### src/rtl/tag_pipe_pkg.sv
package tag_pipe_pkg;
  localparam int unsigned DEF_PORTS  = 4;
  localparam int unsigned DEF_DATA_W = 16;
  localparam int unsigned DEF_DEPTH  = 3;

  function automatic int unsigned id_width(input int unsigned ports);
    return (ports > 1) ? $clog2(ports) : 1;
  endfunction
endpackage

### src/rtl/tag_rr_arb.sv
module tag_rr_arb #(
  parameter int unsigned NUM_PORTS = tag_pipe_pkg::DEF_PORTS,
  localparam int unsigned ID_W     = tag_pipe_pkg::id_width(NUM_PORTS)
) (
  input  logic                 clk_i,
  input  logic                 rst_ni,
  input  logic [NUM_PORTS-1:0] req_i,
  input  logic                 advance_i,
  output logic [NUM_PORTS-1:0] gnt_o,
  output logic [ID_W-1:0]      gnt_idx_o,
  output logic                 gnt_valid_o
);
  logic [ID_W-1:0] ptr_q;

  // first requester at or after the pointer
  always_comb begin
    int j;
    gnt_o       = '0;
    gnt_idx_o   = '0;
    gnt_valid_o = 1'b0;
    for (int i = 0; i < int'(NUM_PORTS); i++) begin
      j = int'(ptr_q) + i;
      if (j >= int'(NUM_PORTS)) j = j - int'(NUM_PORTS);
      if (!gnt_valid_o && req_i[j]) begin
        gnt_valid_o = 1'b1;
        gnt_o[j]    = 1'b1;
        gnt_idx_o   = ID_W'(j);
      end
    end
  end

  always_ff @(posedge clk_i or negedge rst_ni) begin
    if (!rst_ni) begin
      ptr_q <= '0;
    end else if (gnt_valid_o && advance_i) begin
      if (gnt_idx_o == ID_W'(NUM_PORTS - 1)) ptr_q <= '0;
      else                                   ptr_q <= gnt_idx_o + 1'b1;
    end
  end

  // single grant, only to a requester
  p_grant_onehot_r10: assert property (@(posedge clk_i) disable iff (!rst_ni)
    $onehot0(gnt_o) && ((gnt_o & ~req_i) == '0));
endmodule

### src/rtl/tag_pipe_core.sv
module tag_pipe_core #(
  parameter int unsigned DATA_W = tag_pipe_pkg::DEF_DATA_W,
  parameter int unsigned ID_W   = 2,
  parameter int unsigned DEPTH  = tag_pipe_pkg::DEF_DEPTH
) (
  input  logic              clk_i,
  input  logic              rst_ni,
  input  logic              advance_i,
  input  logic              in_vld_i,
  input  logic [DATA_W-1:0] in_a_i,
  input  logic [DATA_W-1:0] in_b_i,
  input  logic [ID_W-1:0]   in_id_i,
  output logic              head_vld_o,
  output logic [DATA_W-1:0] head_z_o,
  output logic [ID_W-1:0]   head_id_o
);
  logic              vld_q [DEPTH];
  logic [DATA_W-1:0] z_q   [DEPTH];
  logic [ID_W-1:0]   id_q  [DEPTH];

  always_ff @(posedge clk_i or negedge rst_ni) begin
    if (!rst_ni) begin
      for (int s = 0; s < int'(DEPTH); s++) vld_q[s] <= 1'b0;
    end else if (advance_i) begin
      vld_q[0] <= in_vld_i;
      for (int s = 1; s < int'(DEPTH); s++) vld_q[s] <= vld_q[s-1];
    end
  end

  // placeholder arithmetic in stage 0, then tag and result ride along
  always_ff @(posedge clk_i) begin
    if (advance_i) begin
      z_q[0]  <= in_a_i + in_b_i;
      id_q[0] <= in_id_i;
      for (int s = 1; s < int'(DEPTH); s++) begin
        z_q[s]  <= z_q[s-1];
        id_q[s] <= id_q[s-1];
      end
    end
  end

  assign head_vld_o = vld_q[DEPTH-1];
  assign head_z_o   = z_q[DEPTH-1];
  assign head_id_o  = id_q[DEPTH-1];

  // a frozen head keeps its payload
  p_head_hold_r6: assert property (@(posedge clk_i) disable iff (!rst_ni)
    (head_vld_o && !advance_i) |=> (head_vld_o && $stable(head_z_o) && $stable(head_id_o)));
endmodule

### src/rtl/tag_out_router.sv
module tag_out_router #(
  parameter int unsigned NUM_PORTS = tag_pipe_pkg::DEF_PORTS,
  parameter int unsigned DATA_W    = tag_pipe_pkg::DEF_DATA_W,
  localparam int unsigned ID_W     = tag_pipe_pkg::id_width(NUM_PORTS)
) (
  input  logic                        clk_i,
  input  logic                        rst_ni,
  input  logic                        head_vld_i,
  input  logic [DATA_W-1:0]           head_z_i,
  input  logic [ID_W-1:0]             head_id_i,
  input  logic [NUM_PORTS-1:0]        out_ready_i,
  output logic                        head_ready_o,
  output logic [NUM_PORTS-1:0]        out_valid_o,
  output logic [NUM_PORTS*DATA_W-1:0] out_z_o,
  output logic [NUM_PORTS*ID_W-1:0]   out_id_o
);
  for (genvar p = 0; p < NUM_PORTS; p++) begin : g_port
    assign out_valid_o[p]              = head_vld_i && (head_id_i == ID_W'(p));
    assign out_z_o[p*DATA_W +: DATA_W] = out_valid_o[p] ? head_z_i  : '0;
    assign out_id_o[p*ID_W +: ID_W]    = out_valid_o[p] ? head_id_i : '0;
  end

  assign head_ready_o = out_ready_i[head_id_i];

  // one destination at a time
  p_out_onehot_r4: assert property (@(posedge clk_i) disable iff (!rst_ni)
    $onehot0(out_valid_o));
endmodule

### src/rtl/tag_fanin_pipe.sv
module tag_fanin_pipe #(
  parameter int unsigned NUM_PORTS = tag_pipe_pkg::DEF_PORTS,
  parameter int unsigned DATA_W    = tag_pipe_pkg::DEF_DATA_W,
  parameter int unsigned DEPTH     = tag_pipe_pkg::DEF_DEPTH,
  localparam int unsigned ID_W     = tag_pipe_pkg::id_width(NUM_PORTS)
) (
  input  logic                        clk_i,
  input  logic                        rst_ni,
  input  logic [NUM_PORTS-1:0]        in_valid_i,
  output logic [NUM_PORTS-1:0]        in_ready_o,
  input  logic [NUM_PORTS*DATA_W-1:0] in_a_i,
  input  logic [NUM_PORTS*DATA_W-1:0] in_b_i,
  output logic [NUM_PORTS-1:0]        out_valid_o,
  input  logic [NUM_PORTS-1:0]        out_ready_i,
  output logic [NUM_PORTS*DATA_W-1:0] out_z_o,
  output logic [NUM_PORTS*ID_W-1:0]   out_id_o
);
  logic [NUM_PORTS-1:0] gnt;
  logic [ID_W-1:0]      gnt_idx;
  logic                 gnt_valid;
  logic                 advance;
  logic                 head_vld, head_ready;
  logic [DATA_W-1:0]    head_z;
  logic [ID_W-1:0]      head_id;
  logic [DATA_W-1:0]    sel_a, sel_b;

  // whole pipe freezes while the head is blocked
  assign advance    = !(head_vld && !head_ready);
  assign in_ready_o = gnt & {NUM_PORTS{advance}};
  assign sel_a      = in_a_i[gnt_idx*DATA_W +: DATA_W];
  assign sel_b      = in_b_i[gnt_idx*DATA_W +: DATA_W];

  tag_rr_arb #(.NUM_PORTS(NUM_PORTS)) u_arb (
    .clk_i       (clk_i),
    .rst_ni      (rst_ni),
    .req_i       (in_valid_i),
    .advance_i   (advance),
    .gnt_o       (gnt),
    .gnt_idx_o   (gnt_idx),
    .gnt_valid_o (gnt_valid)
  );

  tag_pipe_core #(.DATA_W(DATA_W), .ID_W(ID_W), .DEPTH(DEPTH)) u_pipe (
    .clk_i      (clk_i),
    .rst_ni     (rst_ni),
    .advance_i  (advance),
    .in_vld_i   (gnt_valid),
    .in_a_i     (sel_a),
    .in_b_i     (sel_b),
    .in_id_i    (gnt_idx),
    .head_vld_o (head_vld),
    .head_z_o   (head_z),
    .head_id_o  (head_id)
  );

  tag_out_router #(.NUM_PORTS(NUM_PORTS), .DATA_W(DATA_W)) u_route (
    .clk_i        (clk_i),
    .rst_ni       (rst_ni),
    .head_vld_i   (head_vld),
    .head_z_i     (head_z),
    .head_id_i    (head_id),
    .out_ready_i  (out_ready_i),
    .head_ready_o (head_ready),
    .out_valid_o  (out_valid_o),
    .out_z_o      (out_z_o),
    .out_id_o     (out_id_o)
  );

  // a blocked output closes every input
  p_stall_blocks_r8: assert property (@(posedge clk_i) disable iff (!rst_ni)
    ((out_valid_o != '0) && ((out_valid_o & out_ready_i) == '0)) |-> (in_ready_o == '0));

  // nothing leaves right after reset
  p_reset_idle_r1: assert property (@(posedge clk_i) disable iff (!rst_ni)
    $rose(rst_ni) |-> (out_valid_o == '0));
endmodule

### config.mk
export PLATFORM = sky130hd
export DESIGN_NAME = tag_fanin_pipe
export DESIGN_NICKNAME = d
export VERILOG_FILES = /design/src/rtl/tag_pipe_pkg.sv /design/src/rtl/tag_rr_arb.sv /design/src/rtl/tag_pipe_core.sv /design/src/rtl/tag_out_router.sv /design/src/rtl/tag_fanin_pipe.sv
export SDC_FILE = /design/constraint.sdc
export NUM_CORES = 1
export LEC_CHECK = 0
export BUFFER_PORTS_ARGS = -buffer_cell sky130_fd_sc_hd__clkbuf_2
export CORE_ASPECT_RATIO = 0.6
export CORE_MARGIN = 2
export CORE_UTILIZATION = 48
export CTS_CLUSTER_DIAMETER = 150
export DETAILED_ROUTE_END_ITERATION = 7
export GPL_TIMING_DRIVEN = 0
export PLACE_DENSITY = 0.85
export SLEW_MARGIN = 20
export SYNTH_ARGS = -nofsm -noshare
export SYNTH_HDL_FRONTEND = slang
export SYNTH_SLANG_ARGS = --single-unit
### constraint.sdc
create_clock -name clk_i -period 6.5 [get_ports clk_i]
set_input_delay 0.65 -clock clk_i [delete_from_list [all_inputs] [get_ports clk_i]]
set_output_delay 0.65 -clock clk_i [all_outputs]
set_load 0.05 [all_outputs]
==> impl_metrics.toml <==
[worst_setup_path]
crit_slowest_cell = "dfrtp_1"
cp_max_fo = 10
critPathLaunchType = "register"
critPathBufInv = 6
worst-setup-path-type = "register to register"
cp.required_ns = 6.54
worstPathCellList = "buf_2, inv_1, ha_1, clkbuf_1, nor3_1, or3_1, buf_6, inv_6, buf_6, nand2_1, and3_1, a31oi_1, ha_1, o21ai_0, nor4_1, nor3_1, o31a_1, o21ai_0, xnor2_1"
ff2ff_setup_slack_ns = 1.46
crit_family = "simple AND/OR/NAND/NOR gates"
worstPathArrival_ns = 5.08
slowest_delay_ns = 0.50
endpoint_kind = "register"

[clocking]
holdBufCountCts = 0
clk_pin_slew_ns = 0.05
cts_tree = "done"
postCtsSetupRepairBufs = 0
post_cts_resized = 0
numCtsBuffers = 9
cts.sinks = 59
clk_latency_ns = 0.31
cts_max_path_buffers = 2
cts_htree_levels = 3
root_buffer = "clkbuf_16"

[grt]
grt_pass1_vias = 4291
grt_antenna_before_repair = 0
grt_util_all_layers = 0.254
grt_start_max_net_pins = 32
grt_overflow = 0
grt_first_pass_wirelength_mm = 20.4

[finish]
num_antenna_cells = 0
final_net_count = 896
fill_cells = 782
seq_area_um2 = 1750
fin_area_um2 = 5930
area_delta_synth_final_pct = 33.7
multi_input_area_um2 = 2470
layout-drive-gt1-share = 0.336

[floorplan]
fp-row-count = 27
top_level_ports = 218
initial_utilization = 0.488
die_y_um = 78.5
core_um2 = 9090
die-area_um2 = 10100
dieWidth_um = 128

[logic_synthesis]
ys_top_cells_by_area = "edfxtp_1 37%, nand2_1 12%, and2_1 9.2%, ha_1 5.6%, and3_1 4.8%"
yosysUniqueCellTypes = 50
synthCells = 510
ys_warn_count = 0
synth_common_cells = "137 x nand2_1, 65 x and2_1, 54 x edfxtp_1"
ys_ff_latch = 59
yosysMostFrequentCell = "nand2_1"
synth_top_cell_area_share = 0.366
synthArstFlopShare = 0.0847
syn_area_um2 = 4440
synth_seq_area_share = 0.394
avgSynthCellArea_um2 = 8.70
synth_edf_count = 54
synth-main-ff-cell = "edfxtp_1"
yosysTopAreaCell = "edfxtp_1"

[route]
drc = 0
vias = 4539
met1_length_mm = 5.94
drtPass1Iterations = 5
via_per_inst = 5.29
ant_nets = 0
highest_layer = "met4"
wl_met3_um = 811
wl_met2_mm = 6.13
finalWirelength_mm = 13.1
drt-wirelength-per-cell_um = 15.2
drtIter0Drc = 317

[timing]
setup_tns_ns = 0
max-slew-margin-rel = 0.427
setup_viol = 0
rsz0062_at_grt = "false"
fin_worst_skew_ns = 0.00316
worstMarginPinSlew_ns = 0.858
final-max-slew-violation-count = 0
max_freq_mhz = 198
period_needed_ns = 5.04
finalHoldViolations = 0
period_share = 0.776

[run_status]
outcome = "finished clean"

[hold_path]
hold_class = "primary input to async pin"

[placed_design]
post_dp_cell_area_um2 = 5670
dpl.hpwl_mm = 10.8
place_congestion = 0.893
port_buffers = 212

[flow_run]
maxCapViolCount = 0
-- cells in the final DEF, fill, tap and decap left out, types with 4 or more instances in the layout --
master,Yosys,layout
a211oi_1,6,6
a21o_1,5,5
a21oi_1,15,15
a22o_1,4,4
a31oi_1,33,33
and2_1,65,65
and3_1,34,34
buf_2,8,8
buf_4,4,4
buf_6,5,5
clkbuf_1,17,21
clkbuf_16,0,9
clkbuf_2,0,212
conb_1,1,4
dfrtp_1,5,5
edfxtp_1,54,54
ha_1,20,20
inv_1,7,6
mux2i_1,9,9
nand2_1,137,137
nor2_1,14,14
nor3_1,6,6
o21ai_0,8,8
xnor2_1,15,15
-- cells by family after synthesis --
kind of cell	after synthesis	share of synthesized area
and+or+nand+nor	270	0.296
muxes	13	0.0355
adders and majority gates	21	0.0609
other	1	0.000845
xor gates and xnor gates	18	0.0355
AOI/OAI and AO/OA	86	0.127
DFF	59	0.394
buffers and inverters	42	0.0508
-- metal layers --
layer | up-vias | GRT usage
li1 | 2230 | -
met1 | 2088 | 0.341
met2 | 203 | 0.433
met3 | 18 | 0.0389
met4 | 0 | 0.0626
met5 | - | 0
-- metrics by stage --
stage / util / hold WS (ns) / worst slack (ns) / cells
global route: 0.652 / 0.156 / 1.18 / 858
CTS: 0.652 / 0.155 / 1.52 / 858
finish: 0.652 / 0.161 / 1.46 / 858
detailed placement: 0.624 / 0.405 / 1.58 / 842
floorplan: - / 0.354 / 2.30 / 513
global placement: 0.622 / 0.405 / 1.67 / 841
-- flip-flops by register name, indices dropped and copies added (netlist names) --
register,flops
u_pipe.z_q,48
u_pipe.id_q,6
u_arb.ptr_q,2
u_pipe.vld_q,2
u_pipe.head_vld_o,1
-- layout make-up --
type                            instances  share of cell area
Inverter                                8             0.00591
Timing Repair Buffer                  213               0.182
Clock buffer                           13              0.0405
Tap cell                              116              0.0245
Multi-Input combinational cell        412               0.417
Sequential cell                        59               0.295
Buffer                                 34              0.0321
Clock inverter                          3             0.00253
-- final timing paths --
check                                      startpoint                     endpoint  cells after the start
max                        u_arb.ptr_q[0]$_DFFE_PN0P_  u_pipe.z_q[0][15]$_DFFE_PN_                     19
min                                            rst_ni   u_arb.ptr_q[1]$_DFFE_PN0P_                      1
max reg2reg                u_arb.ptr_q[0]$_DFFE_PN0P_  u_pipe.z_q[0][15]$_DFFE_PN_                     19
min reg2reg                u_pipe.z_q[0][0]$_DFFE_PN_  u_pipe.z_q[0][16]$_DFFE_PN_                      0
max in group asynchronous                      rst_ni  u_pipe.vld_q[2]$_DFFE_PN0N_                      1
min in group clk_i         u_pipe.z_q[0][0]$_DFFE_PN_  u_pipe.z_q[0][16]$_DFFE_PN_                      0
Power is not shown: default switching activity piles up to over one toggle a cycle in this logic, so the estimate is an artifact.
